==> src/rtl/txq_pkg.sv <==
package txq_pkg;

  // Holdoff tracker states for the transmitter-empty interrupt.
  //   HS_READY : no holdoff armed; an empty queue interrupts at once
  //   HS_ARMED : one byte loaded into an empty queue, second not yet seen
  //   HS_WAIT  : queue drained while armed; counting character times
  typedef enum logic [1:0] {
    HS_READY = 2'd0,
    HS_ARMED = 2'd1,
    HS_WAIT  = 2'd2
  } hold_state_e;

endpackage

==> src/rtl/txq_store.sv <==
module txq_store #(
  parameter int DEPTH = 16,
  parameter int WIDTH = 8,
  localparam int AW = (DEPTH > 1) ? $clog2(DEPTH) : 1
) (
  input  logic             clk,
  input  logic             we,
  input  logic [AW-1:0]    waddr,
  input  logic [WIDTH-1:0] wdata,
  input  logic [AW-1:0]    raddr,
  output logic [WIDTH-1:0] rdata
);

  logic [WIDTH-1:0] slot_q [DEPTH];

  // One register bank per entry, each with its own write enable.
  for (genvar gi = 0; gi < DEPTH; gi++) begin : g_slot
    logic slot_en;
    assign slot_en = we && (waddr == AW'(gi));

    always_ff @(posedge clk) begin
      if (slot_en) begin
        slot_q[gi] <= wdata;
      end
    end
  end

  assign rdata = slot_q[raddr];

endmodule

==> src/rtl/txq_ctrl.sv <==
module txq_ctrl #(
  parameter int DEPTH = 16,
  localparam int AW = (DEPTH > 1) ? $clog2(DEPTH) : 1,
  localparam int CW = $clog2(DEPTH + 1)
) (
  input  logic          clk,
  input  logic          rst_n,
  input  logic          wr_en,
  input  logic          pop_req,
  output logic          wr_acc,
  output logic          pop_fire,
  output logic          last_pop,
  output logic [AW-1:0] wr_ptr,
  output logic [AW-1:0] rd_ptr,
  output logic [CW-1:0] count,
  output logic          full,
  output logic          empty
);

  localparam logic [CW-1:0] FULL_CNT = CW'(DEPTH);
  localparam logic [AW-1:0] LAST_IDX = AW'(DEPTH - 1);

  logic [AW-1:0] wr_ptr_q, wr_ptr_n;
  logic [AW-1:0] rd_ptr_q, rd_ptr_n;
  logic [CW-1:0] count_q, count_n;
  logic          cnt_en;

  assign empty    = (count_q == '0);
  assign full     = (count_q == FULL_CNT);
  assign pop_fire = pop_req && !empty;
  // A pop frees a slot in the same cycle, so a full queue still takes the write.
  assign wr_acc   = wr_en && (!full || pop_fire);
  assign last_pop = pop_fire && !wr_acc && (count_q == CW'(1));

  always_comb begin
    wr_ptr_n = wr_ptr_q;
    rd_ptr_n = rd_ptr_q;
    if (wr_acc) begin
      wr_ptr_n = (wr_ptr_q == LAST_IDX) ? '0 : wr_ptr_q + 1'b1;
    end
    if (pop_fire) begin
      rd_ptr_n = (rd_ptr_q == LAST_IDX) ? '0 : rd_ptr_q + 1'b1;
    end
  end

  always_comb begin
    cnt_en  = 1'b0;
    count_n = count_q;
    unique case ({wr_acc, pop_fire})
      2'b10: begin
        cnt_en  = 1'b1;
        count_n = count_q + 1'b1;
      end
      2'b01: begin
        cnt_en  = 1'b1;
        count_n = count_q - 1'b1;
      end
      default: begin
        cnt_en  = 1'b0;
        count_n = count_q;
      end
    endcase
  end

  always_ff @(posedge clk or negedge rst_n) begin
    if (!rst_n) begin
      wr_ptr_q <= '0;
      rd_ptr_q <= '0;
      count_q  <= '0;
    end else begin
      if (wr_acc) begin
        wr_ptr_q <= wr_ptr_n;
      end
      if (pop_fire) begin
        rd_ptr_q <= rd_ptr_n;
      end
      if (cnt_en) begin
        count_q <= count_n;
      end
    end
  end

  assign wr_ptr = wr_ptr_q;
  assign rd_ptr = rd_ptr_q;
  assign count  = count_q;


  no_overflow_chk: assert property (@(posedge clk) disable iff (!rst_n)
    count_q <= FULL_CNT);


  full_reject_chk: assert property (@(posedge clk) disable iff (!rst_n)
    (full && !pop_req) |=> (count_q == FULL_CNT));


  same_cycle_chk: assert property (@(posedge clk) disable iff (!rst_n)
    (wr_acc && pop_fire) |=> $stable(count_q));


  empty_pop_chk: assert property (@(posedge clk) disable iff (!rst_n)
    (empty && pop_req && !wr_en) |=> (count_q == '0));

endmodule

==> src/rtl/txq_irq.sv <==
module txq_irq
  import txq_pkg::*;
#(
  parameter int HOLD_CHARS = 1,
  localparam int HW = $clog2(HOLD_CHARS + 1)
) (
  input  logic clk,
  input  logic rst_n,
  input  logic wr_acc,
  input  logic pop_fire,
  input  logic last_pop,
  input  logic empty,
  input  logic char_tick,
  input  logic irq_en,
  output logic irq_o
);

  localparam logic [HW-1:0] TICK_LAST = HW'(HOLD_CHARS - 1);

  hold_state_e   state_q, state_n;
  logic [HW-1:0] tcnt_q, tcnt_n;
  logic          tcnt_en;

  always_comb begin
    state_n = state_q;
    tcnt_n  = tcnt_q;
    tcnt_en = 1'b0;
    unique case (state_q)
      HS_READY: begin
        // First byte into an empty queue arms the holdoff.
        if (wr_acc && empty) begin
          state_n = HS_ARMED;
        end
      end
      HS_ARMED: begin
        // Armed implies exactly one byte stored.
        if (wr_acc && !pop_fire) begin
          state_n = HS_READY;
        end else if (pop_fire && !wr_acc) begin
          state_n = HS_WAIT;
          tcnt_en = 1'b1;
          tcnt_n  = '0;
        end
      end
      HS_WAIT: begin
        if (wr_acc) begin
          state_n = HS_ARMED;
        end else if (char_tick) begin
          if (tcnt_q == TICK_LAST) begin
            state_n = HS_READY;
          end else begin
            tcnt_en = 1'b1;
            tcnt_n  = tcnt_q + 1'b1;
          end
        end
      end
      default: begin
        state_n = HS_READY;
      end
    endcase
  end

  always_ff @(posedge clk or negedge rst_n) begin
    if (!rst_n) begin
      state_q <= HS_READY;
      tcnt_q  <= '0;
    end else begin
      state_q <= state_n;
      if (tcnt_en) begin
        tcnt_q <= tcnt_n;
      end
    end
  end

  assign irq_o = irq_en && empty && (state_q != HS_WAIT);


  wr_clear_chk: assert property (@(posedge clk) disable iff (!rst_n)
    wr_acc |=> !irq_o);


  hold_enter_chk: assert property (@(posedge clk) disable iff (!rst_n)
    (state_q == HS_ARMED && pop_fire && !wr_acc) |=> !irq_o);


  fast_empty_chk: assert property (@(posedge clk) disable iff (!rst_n)
    (state_q == HS_READY && last_pop && irq_en) |=> (irq_o || !irq_en));


  restart_chk: assert property (@(posedge clk) disable iff (!rst_n)
    (state_q == HS_WAIT && wr_acc) |=> (state_q == HS_ARMED));

endmodule

==> src/rtl/uart_txq.sv <==
module uart_txq #(
  parameter int DEPTH      = 16,
  parameter int WIDTH      = 8,
  parameter int HOLD_CHARS = 1,
  localparam int AW = (DEPTH > 1) ? $clog2(DEPTH) : 1,
  localparam int CW = $clog2(DEPTH + 1)
) (
  input  logic             clk,
  input  logic             rst_n,
  input  logic             wr_en,
  input  logic [WIDTH-1:0] wr_data,
  output logic             wr_accept,
  input  logic             pop_req,
  output logic [WIDTH-1:0] pop_data,
  input  logic             char_tick,
  input  logic             irq_en,
  output logic             irq,
  output logic             full,
  output logic             empty,
  output logic [CW-1:0]    count
);

  logic          wr_acc;
  logic          pop_fire;
  logic          last_pop;
  logic [AW-1:0] wr_ptr;
  logic [AW-1:0] rd_ptr;
  logic          q_empty;

  txq_ctrl #(.DEPTH(DEPTH)) u_ctrl (
    .clk      (clk),
    .rst_n    (rst_n),
    .wr_en    (wr_en),
    .pop_req  (pop_req),
    .wr_acc   (wr_acc),
    .pop_fire (pop_fire),
    .last_pop (last_pop),
    .wr_ptr   (wr_ptr),
    .rd_ptr   (rd_ptr),
    .count    (count),
    .full     (full),
    .empty    (q_empty)
  );

  txq_store #(.DEPTH(DEPTH), .WIDTH(WIDTH)) u_store (
    .clk   (clk),
    .we    (wr_acc),
    .waddr (wr_ptr),
    .wdata (wr_data),
    .raddr (rd_ptr),
    .rdata (pop_data)
  );

  txq_irq #(.HOLD_CHARS(HOLD_CHARS)) u_irq (
    .clk       (clk),
    .rst_n     (rst_n),
    .wr_acc    (wr_acc),
    .pop_fire  (pop_fire),
    .last_pop  (last_pop),
    .empty     (q_empty),
    .char_tick (char_tick),
    .irq_en    (irq_en),
    .irq_o     (irq)
  );

  assign wr_accept = wr_acc;
  assign empty     = q_empty;

endmodule

==> config.mk <==
export PLATFORM = sky130hd
export DESIGN_NAME = uart_txq
export DESIGN_NICKNAME = d
export VERILOG_FILES = /design/src/rtl/txq_pkg.sv /design/src/rtl/txq_store.sv /design/src/rtl/txq_ctrl.sv /design/src/rtl/txq_irq.sv /design/src/rtl/uart_txq.sv
export SDC_FILE = /design/constraint.sdc
export NUM_CORES = 1
export LEC_CHECK = 0
export BUFFER_PORTS_ARGS = -buffer_cell sky130_fd_sc_hd__buf_2
export CORE_ASPECT_RATIO = 1.5
export CORE_MARGIN = 2
export CORE_UTILIZATION = 35
export CTS_BUF_LIST = sky130_fd_sc_hd__clkbuf_8
export DETAILED_ROUTE_END_ITERATION = 6
export GPL_TIMING_DRIVEN = 1
export SYNTH_ARGS = -nofsm -noshare
export SYNTH_HDL_FRONTEND = slang
export SYNTH_SLANG_ARGS = --single-unit
==> constraint.sdc <==
create_clock -name clk -period 5.38 [get_ports clk]
set_clock_uncertainty 0.15 [all_clocks]
set_input_delay 1.076 -clock clk [delete_from_list [all_inputs] [get_ports clk]]
set_output_delay 1.076 -clock clk [all_outputs]
set_load 0.05 [all_outputs]
# After elaboration in Yosys (flattened, before gate mapping)
# Memories as Yosys holds them, arrays and structs flattened.
# Cells that the tools add are included.
# Widths: inputs -> output; s select.
totals:
  mem_bits_rw: 128
  n_memories: 1
  in_bits: 14
  mem_bits_ro: 0
  out_inout_bits: 17
  register_bits: 16
  latch_bits: 0
  word_cells: 193
op_classes:
  mul: 0
  addsub: 5
  n_lt_le_gt_ge: 0
  shifts: 0
  n_reduce_logical: 52
  mux: 100
  bitwise: 0
  n_eq_ne: 30
  div_mod_pow: 0
memory_table:
  columns: ["memory", "depth", "word_bits", "rd", "rd_ports_with_merged_regs", "write_ports", "line", "rtl"]
  rows:
  - ["u_store.slot_q", 16, 8, 1, 0, 1, "txq_store.sv:14", "logic [WIDTH-1:0] slot_q [DEPTH];"]
op_table:
  columns: ["cell", "n"]
  rows:
  - ["$mux 8", 15]
  - ["$reduce_or 8->1", 15]
  - ["$mux 4", 17]
  - ["$mux 1", 58]
  - ["$eq 4x4->1 const B", 9]
  - ["$logic_and 1x1->1", 23]
  - ["$eq 4x3->1 const B", 4]
  - ["$mux 2", 6]
  - ["$ne 2x2->1 const B", 5]
  - ["$pmux 5 s2", 1]
  - ["$add 4x1->4 const B", 2]
  - ["$eq 4x2->1 const B", 2]
  - ["$ne 3x3->1 const B", 2]
  - ["$pmux 2 s3", 1]
  - ["$reduce_and 6->1", 1]
  - ["$add 5x1->5 const B", 1]
  - ["$eq 5x5->1 const B", 1]
  - ["$logic_not 5->1", 1]
  - ["$sub 5x1->5 const B", 1]
  - ["$eq 2x1->1 const B", 2]
  - ["$eq 2x2->1 const B", 2]
  - ["$eq 4x1->1 const B", 1]
  - ["$logic_not 1->1", 4]
  - ["$logic_not 4->1", 1]
  - ["other kinds (10)", 12]

# Longest topological paths before layout
# Gate-level depths: netlist of the first run.
depth:
  depth_word: 24
  depth_mapped: 9
  depth_no_buf: 8

# Modules after synthesis
# Synthesis of the first run repeated with hierarchy kept, for this count alone.
hier_totals:
  hier_cells: 325
  area_unflattened_um2: 5975.7
by_module_without_submodules:
  columns: ["mod", "area_per_inst_um2", "cells_per_inst", "instances", "seq_area_each_um2"]
  rows:
  - ["txq_store", 4987.3, 221, 1, 3843.7]
  - ["txq_ctrl", 868.3, 92, 1, 325.3]
  - ["txq_irq", 120.1, 12, 1, 50.0]

# Worst setup path before layout of the first run
# OpenSTA, ideal clock, no wires.
synth_timing:
  path_type: "reg-to-output"
  start: "reg u_ctrl.count_q[1] (netlist: u_ctrl.count[1])"
  end: "out irq"
  t_required_ns: 4.154
  stages_incl_launch_ff: 5
  slack_ns: 1.946
  path_buffers: 1
  arrival_time_ns: 2.208
  path_cell_list: "dfrtp_1 or4_4 buf_6 nor2_4 and3_1"
synth_between:
  elab_chain_len: 3
synth_lines:
  columns: ["element", "line", "rtl"]
  rows:
  - ["start, declared", "txq_ctrl.sv:25", "logic [CW-1:0] count_q, count_n;"]
  - ["start signal, assigned", "txq_ctrl.sv:78", "count_q <= count_n;"]
  - ["$logic_not 5->1", "txq_ctrl.sv:28", "assign empty = (count_q == '0);"]
  - ["via empty", "uart_txq.sv:19", "output logic empty,"]
  - ["$logic_and 1x1->1 (2 in a row)", "txq_irq.sv:75", "assign irq_o = irq_en && empty && (state_q != HS_WAIT);"]
  - ["end, declared", "uart_txq.sv:17", "output logic irq,"]
# The timed path passes the listed nets, and every way through them passes these cells.

# Worst setup path after layout of the first run
layout_timing:
  start: "reg u_ctrl.rd_ptr_q[0] (netlist: u_ctrl.rd_ptr[0])"
  end: "out pop_data[6]"
layout_between:
  elab_chain_len: 1
layout_lines:
  columns: ["element", "line", "rtl"]
  rows:
  - ["start, declared", "txq_ctrl.sv:24", "logic [AW-1:0] rd_ptr_q, rd_ptr_n;"]
  - ["start signal, assigned", "txq_ctrl.sv:75", "rd_ptr_q <= rd_ptr_n;"]
  - ["$mem_v2 16x8", null, null]
  - ["end, declared", "uart_txq.sv:14", "output logic [WIDTH-1:0] pop_data,"]
# No other way between the ends.

==> flow_metrics.tcl, run 1 <==
set metrics [dict create \
    synth_xor_area_share_pct 0.7460 \
    synth_compound_area_share_pct 4.945 \
    io_pins 31 \
    rrSetupSlack_ps 2390 \
    p_leak_nw 2.272 \
    wl_per_cell_um 20.11 \
    tns_ps 0 \
    crit_type "reg2out" \
    place_congestion 0.7645 \
    clkLatencyLatePin_ps 430 \
    power_density_nw_per_um2 538.3 \
    cp-start-kind "flip-flop" \
    dieArea_sq_um 17850 \
    max_slew_margin_pct 27.44 \
    fmax_mhz 252.9 \
    setup_violations 0 \
    fin_crit_sh_pct 73.50 \
    drv_cap 0 \
    cts_buffers 17 \
    cts_resized 0 \
    grt_usage_pct 14.38 \
    vias 2985 \
    synth_fa_ha_area_share_pct 2.046 \
    utilization_pct 40.07 \
    synth_cell_type_count 40 \
    diodes 0 \
    antenna_found_initial 1 \
    min_period_ps 3954 \
    ant_nets 0 \
    total_power_mw 3.584 \
    netlist_instances 320 \
    grt_max_degree 32 \
    finalMaxSlewViolations 0 \
    hold_viol 0 \
    synth-simple-area-share_pct 5.264 \
    nets 382 \
    root_buffer "clkbuf_8" \
    synth.area.mux_share_pct 13.55 \
    drive_above_1_share_pct 28.57 \
    ys_seq_area_share_pct 71.87 \
    rsz0062_at_grt "false" \
    routed_wl_um 11680 \
    synth_fp_nets 343 \
    status "complete, no violations" \
    synth_warnings 0 \
    die_h_um 162.6 \
    drc 0 \
    avgSynthCellArea_sq_um 18.35 \
    start_util_pct 35.33 \
    clock_sinks 143 \
    critPathCaptureType "output port" \
    vdd_drop_max_mv 0.2748 \
    reg2regPathDepth 8 \
    cp_max_fo 20 \
    area_growth_pct 13.43 \
    core_sq_um 16620 \
    post-cts-setup-buffer-count 0 \
    h-tree-depth 4 \
    max-clock-path-buffers 2 \
    tightest_slew_ps 1084 \
    ys_ff_latch 143 \
    io_buffers 30 \
    grt_pass1_vias 3139 \
    drt_iter0_drc 236 \
    cts_hold_buf 0 \
    place.detailed.hpwl_um 7984 \
    cp_data_required_time_ps 4150 \
    dr.pass1.iters 4 \
    vias_per_cell 5.138 \
    grt_pass1_wl_um 18280 \
    arrival_ps 2730 \
    rows 58 \
    clk_pin_slew_ps 70 \
    synth_top_family_by_area "multiplexers" \
    overflow 0 \
    netlist_area_sq_um 5871 \
    cts_tree "yes" \
    whs_path_depth 1 \
    die_x_um 109.7 \
    holdCritPathClass "reg2reg" \
]
registers in the layout, summed over array words and instances, names as in the netlist:
| register | flops |
|---|---|
| u_ctrl.wr_ptr | 4 |
| u_irq.state_q | 2 |
| u_store.slot_q | 128 |
| u_ctrl.rd_ptr | 4 |
| u_ctrl.count | 5 |
power breakdown:
group / internal, mW / switching (mW) / total, mW / leakage, nW
clock network: 0.456 / 0.396 / 0.852 / 0.197
logic: 0.477 / 0.763 / 1.24 / 0.737
registers: 1.35 / 0.144 / 1.49 / 1.34
cells in the mapped netlist, drive strengths merged:
cell type / n / share of area (%)
edfxtp: 128 / 65
mux4: 32 / 12
nor2: 20 / 1.4
a22oi: 16 / 2.0
nand2: 16 / 1.0
dfrtp: 15 / 6.4
buf: 9 / 0.81
ha: 8 / 1.7
nor3: 8 / 0.68
clkbuf: 7 / 0.45
nand2b: 7 / 0.75
o21ai: 6 / 0.58
inv: 5 / 0.32
a21o: 4 / 0.51
mux2: 4 / 0.77
nand3: 4 / 0.34
a21oi: 3 / 0.26
mux2i: 3 / 0.51
xor2: 3 / 0.45
and2: 2 / 0.21
nor2b: 2 / 0.21
o31a: 2 / 0.30
o32ai: 2 / 0.30
or4: 2 / 0.32
xnor2: 2 / 0.30
a211oi: 1 / 0.13
a22o: 1 / 0.15
and3: 1 / 0.11
fa: 1 / 0.34
nor4: 1 / 0.11
o211ai: 1 / 0.13
o21a: 1 / 0.13
o2bb2ai: 1 / 0.26
o32a: 1 / 0.17
or3: 1 / 0.11
metrics by stage:
stage | cells | instance area, sq um | hold slack (ps) | setup WS, ps
after floorplan | 320 | 5871 | 351.4 | 1946
after global placement | 550 | 6256 | 377.8 | 1794
after detailed placement | 550 | 6256 | 381.2 | 1811
after CTS | 581 | 6659 | 381.1 | 1331
after global routing | 581 | 6659 | 399.4 | 1129
final | 581 | 6659 | 393.1 | 1426
area by class of cell:
class / count / area (sq um)
Clock buffer: 17 / 234.0
Inverter: 5 / 18.77
Tap cell: 210 / 262.8
Fill cell: 1472 / 9960
Clock inverter: 14 / 168.9
Multi-Input combinational cell: 156 / 1559
Timing Repair Buffer: 36 / 195.2
Sequential cell: 143 / 4220
cells in the final DEF (no fill, tap or decap), types with 6 or more instances in the layout:
cell type,Yosys,final
a22oi_1,16,16
buf_2,5,30
buf_4,0,6
clkbuf_8,0,17
dfrtp_1,15,14
edfxtp_1,128,128
ha_1,8,8
inv_1,5,6
mux4_2,32,32
nand2_1,16,16
nand2b_1,7,7
nor2_1,19,19
nor3_1,8,8
cell families after synthesis:
group,Yosys count
multiplexers,39
AO/OA/AOI/OAI,39
buffers and inverters,21
flip-flops,143
AND/OR/NAND/NOR,64
adder cells (fa/ha/maj),9
XOR/XNOR,5
final timing paths:
check                                         to              from
worst max register to register   u_ctrl.count[4]   u_ctrl.count[1]
worst min-delay path            u_ctrl.rd_ptr[2]  u_ctrl.rd_ptr[2]
worst max-delay path                 pop_data[6]  u_ctrl.rd_ptr[0]
max in group asynchronous       u_ctrl.rd_ptr[0]             rst_n
worst min register to register  u_ctrl.rd_ptr[2]  u_ctrl.rd_ptr[2]
min in group asynchronous        u_ctrl.count[2]             rst_n
critical path, cell delays in order, from the launching register on:
cell and delay [ps]:
dfrtp_2 820, buf_4 420, mux4_2 550, a22oi_1 200
nand2_1 90, buf_2 220
metal layers:
| metal | GRT usage, % | routed length, um | vias to the layer above |
|---|---|---|---|
| met5 | 0 | 0 | - |
| met3 | 3.441 | 394 | 12 |
| li1 | - | - | 1359 |
| met4 | 4.661 | 150 | 0 |
| met2 | 26.29 | 6699 | 72 |
| met1 | 16.17 | 4440 | 1542 |
Note: power is estimated with default switching activity, not from simulation.
==> run 2: changes to the inputs <==
--- a/config.mk
+++ b/config.mk
@@ -5,6 +5,7 @@
 export SDC_FILE = /design/constraint.sdc
 export NUM_CORES = 1
 export LEC_CHECK = 0
+export ABC_AREA = 1
 export BUFFER_PORTS_ARGS = -buffer_cell sky130_fd_sc_hd__buf_2
 export CORE_ASPECT_RATIO = 1.5
 export CORE_MARGIN = 2
==> constraint.sdc (replaced) <==
create_clock -name clk -period 3.7 [get_ports clk]
set_clock_uncertainty 0.15 [all_clocks]
set_input_delay 0.74 -clock clk [delete_from_list [all_inputs] [get_ports clk]]
set_output_delay 0.74 -clock clk [all_outputs]
set_load 0.05 [all_outputs]
==> run 2 against run 1 <==
First-iteration DRC count increased by 15%. Hold slack got worse by 330 ps. Largest cell class unchanged. Cell area increased by 0.32%. Synthesized area increased by 2.2%. Sequential share of layout area decreased by 0.20 points. Register-to-register slack got worse by 1200 ps. Via count increased by 27%. Combinational power increased by 64%.
==> flow_metrics.tcl, run 2 <==
set metrics [dict create \
    status "complete, no violations" \
    h-tree-depth 4 \
    netlist_area_sq_um 5997 \
    min_period_ps 3244 \
    vias_per_cell 5.024 \
    antenna_found_initial 0 \
    io_buffers 30 \
    tightest_slew_ps 1032 \
    place.detailed.hpwl_um 9381 \
    seqPwrFrac_pct 39.9 \
    max-clock-path-buffers 2 \
    hold_viol 0 \
    die_h_um 164.3 \
    clkLatencyLatePin_ps 430 \
    tns_ps 0 \
    synth_warnings 0 \
    synth_fp_nets 526 \
    most-common-layout-cells "edfxtp_1 (128), nor2_1 (106), o21ai_0 (65)" \
    synth.area.top_cells "edfxtp_1 (64%), nor2_1 (6.6%), dfrtp_1 (6.3%)" \
    start_util_pct 35.77 \
    ant_nets 0 \
    drt_iter0_drc 272 \
    overflow 0 \
    p_leak_nw 2.382 \
    wl_per_cell_um 17.94 \
    routed_wl_um 13580 \
    arrival_ps 2350 \
    clock_sinks 143 \
    post-cts-setup-buffer-count 0 \
    ys_top_cells_by_count "edfxtp_1 (128), nor2_1 (106), o21ai_0 (65)" \
    core_sq_um 16760 \
    finalMaxSlewViolations 0 \
    setup_violations 0 \
    io_pins 31 \
    clk_pin_slew_ps 90 \
    synth-edff-count 128 \
    stdcell_area_sq_um 6680 \
    cp_max_fo 12 \
    largest_reg_flops 128 \
    area_growth_pct 11.39 \
    fmax_mhz 308.2 \
    cp-start-kind "flip-flop" \
    ys_ff_latch 143 \
    yosysMostFrequentCell "edfxtp_1" \
    pwr-share-clk_pct 21.3 \
    grt_max_degree 67 \
    cts_resized 0 \
    crit_type "reg2out" \
    grt_usage_pct 15.23 \
    max_slew_margin_pct 30.96 \
    grt_pass1_vias 3764 \
    vdd_drop_max_mv 0.3753 \
    place_congestion 0.9076 \
    switching_power_mw 2.252 \
    fin_crit_sh_pct 87.68 \
    total_power_mw 5.234 \
    diodes 0 \
    ys_seq_area_share_pct 70.35 \
    switching_share_pct 43.02 \
    dpl_worst_slack_ps 913.2 \
    cts_hold_buf 0 \
    cts_tree "yes" \
    hold_slack_ps 65.20 \
    drc 0 \
    synthArstFlopShare_pct 10.49 \
    cp_data_required_time_ps 2810 \
    fin_ws_ps 455.8 \
    dr.pass1.iters 4 \
    cts_buffers 17 \
    power_density_nw_per_um2 783.5 \
    drv_cap 0 \
    critPathCaptureType "output port" \
    dieArea_sq_um 18220 \
    netlist_instances 503 \
    post-synth-top-area-fraction_pct 64.09 \
    rsz0062_at_grt "false" \
    fillers 1575 \
    nets 557 \
    top_register "u_store.slot_q" \
    root_buffer "clkbuf_8" \
    grt_pass1_wl_um 20950 \
    die_x_um 110.9 \
    synth_flop_cell "edfxtp_1" \
    yosysTopAreaCell "edfxtp_1" \
    holdCritPathClass "in2async" \
    p_int_mw 2.982 \
    mostFrequentLayoutCell "edfxtp_1" \
    vias 3803 \
    rows 58 \
    placed_cell_area_sq_um 6317 \
    drive_above_1_share_pct 12.98 \
    p_comb_share_pct 38.8 \
    avgSynthCellArea_sq_um 11.92 \
    synth_cell_type_count 26 \
]
-- run 2: changes by cell type after synthesis, sizes merged, moves of 18 or more --
cell	delta
nand2	+37
nor2	+86
mux4	-32
nand3	+26
inv	+18
o21ai	+65
-- run 2: per-layer routing --
metal | global-route usage (%) | vias to the layer above | part of all wire (%)
met2 | 27.94 | 68 | 53
met1 | 16.91 | 1872 | 41
met5 | 0 | - | 0
li1 | - | 1848 | -
met4 | 7.273 | 0 | 3.3
met3 | 3.063 | 15 | 2.8
-- run 2: area by class of cell --
type / instances / area (sq um) / area share (%)
clock inverters: 15 / 128.9 / 1.929
flip-flops and latches: 143 / 4220 / 63.18
inverters: 25 / 93.84 / 1.405
clock buffers: 17 / 234.0 / 3.503
multi-input cells: 313 / 1548 / 23.17
repair buffers: 34 / 192.7 / 2.884
well taps: 210 / 262.8 / 3.933
-- run 2: kinds of logic (layout without fill, tap and decap cells) --
group	after synthesis	after routing	synth area share, %
DFF	143	143	70.35
adders and majority gates	9	9	2.003
AOI/OAI and AO/OA	106	106	9.890
xor gates and xnor gates	7	7	1.022
buffers and inverters	47	91	3.839
and+or+nand+nor	191	191	12.89
-- run 2: critical path, cell delays in order (launching register included) --
cell and delay, ps:
dfrtp_1 680, clkinv_1 460, o211ai_1 240, nand3_1 130
nand3_1 140, buf_2 280
-- run 2: final timing paths --
| path | to | slack (ps) | startpoint | depth (start not counted) |
|---|---|---|---|---|
| worst min register to register | u_ctrl.wr_ptr[2] | 420 | u_ctrl.wr_ptr[2] | 1 |
| worst max register to register | u_ctrl.count[4] | 1180 | u_ctrl.count[1] | 13 |
| worst min-delay path | u_ctrl.count[1] | 70 | rst_n | 1 |
| worst max-delay path | pop_data[5] | 460 | u_ctrl.rd_ptr[2] | 5 |
| min in group clk | u_ctrl.wr_ptr[2] | 420 | u_ctrl.wr_ptr[2] | 1 |
| max in group asynchronous | u_ctrl.rd_ptr[0] | 3030 | rst_n | 1 |
-- run 2: metrics by stage --
step	instances	util, %
floorplan	503	-
global placement	725	37.68
detailed placement	725	37.68
CTS	757	39.85
global route	757	39.85
finish	757	39.85
-- run 2: power by group through the flow --
| stage | Clock (mW) | Sequential, mW | Combinational [mW] |
|---|---|---|---|
| detailed placement | 0 | 2.12 | 2.04 |
| finish | 1.11 | 2.09 | 2.03 |
| global placement | 0 | 2.12 | 2.02 |
| global route | 1.20 | 2.11 | 2.24 |
| floorplan | 0 | 2.17 | 1.49 |
| CTS | 1.15 | 2.09 | 2.04 |
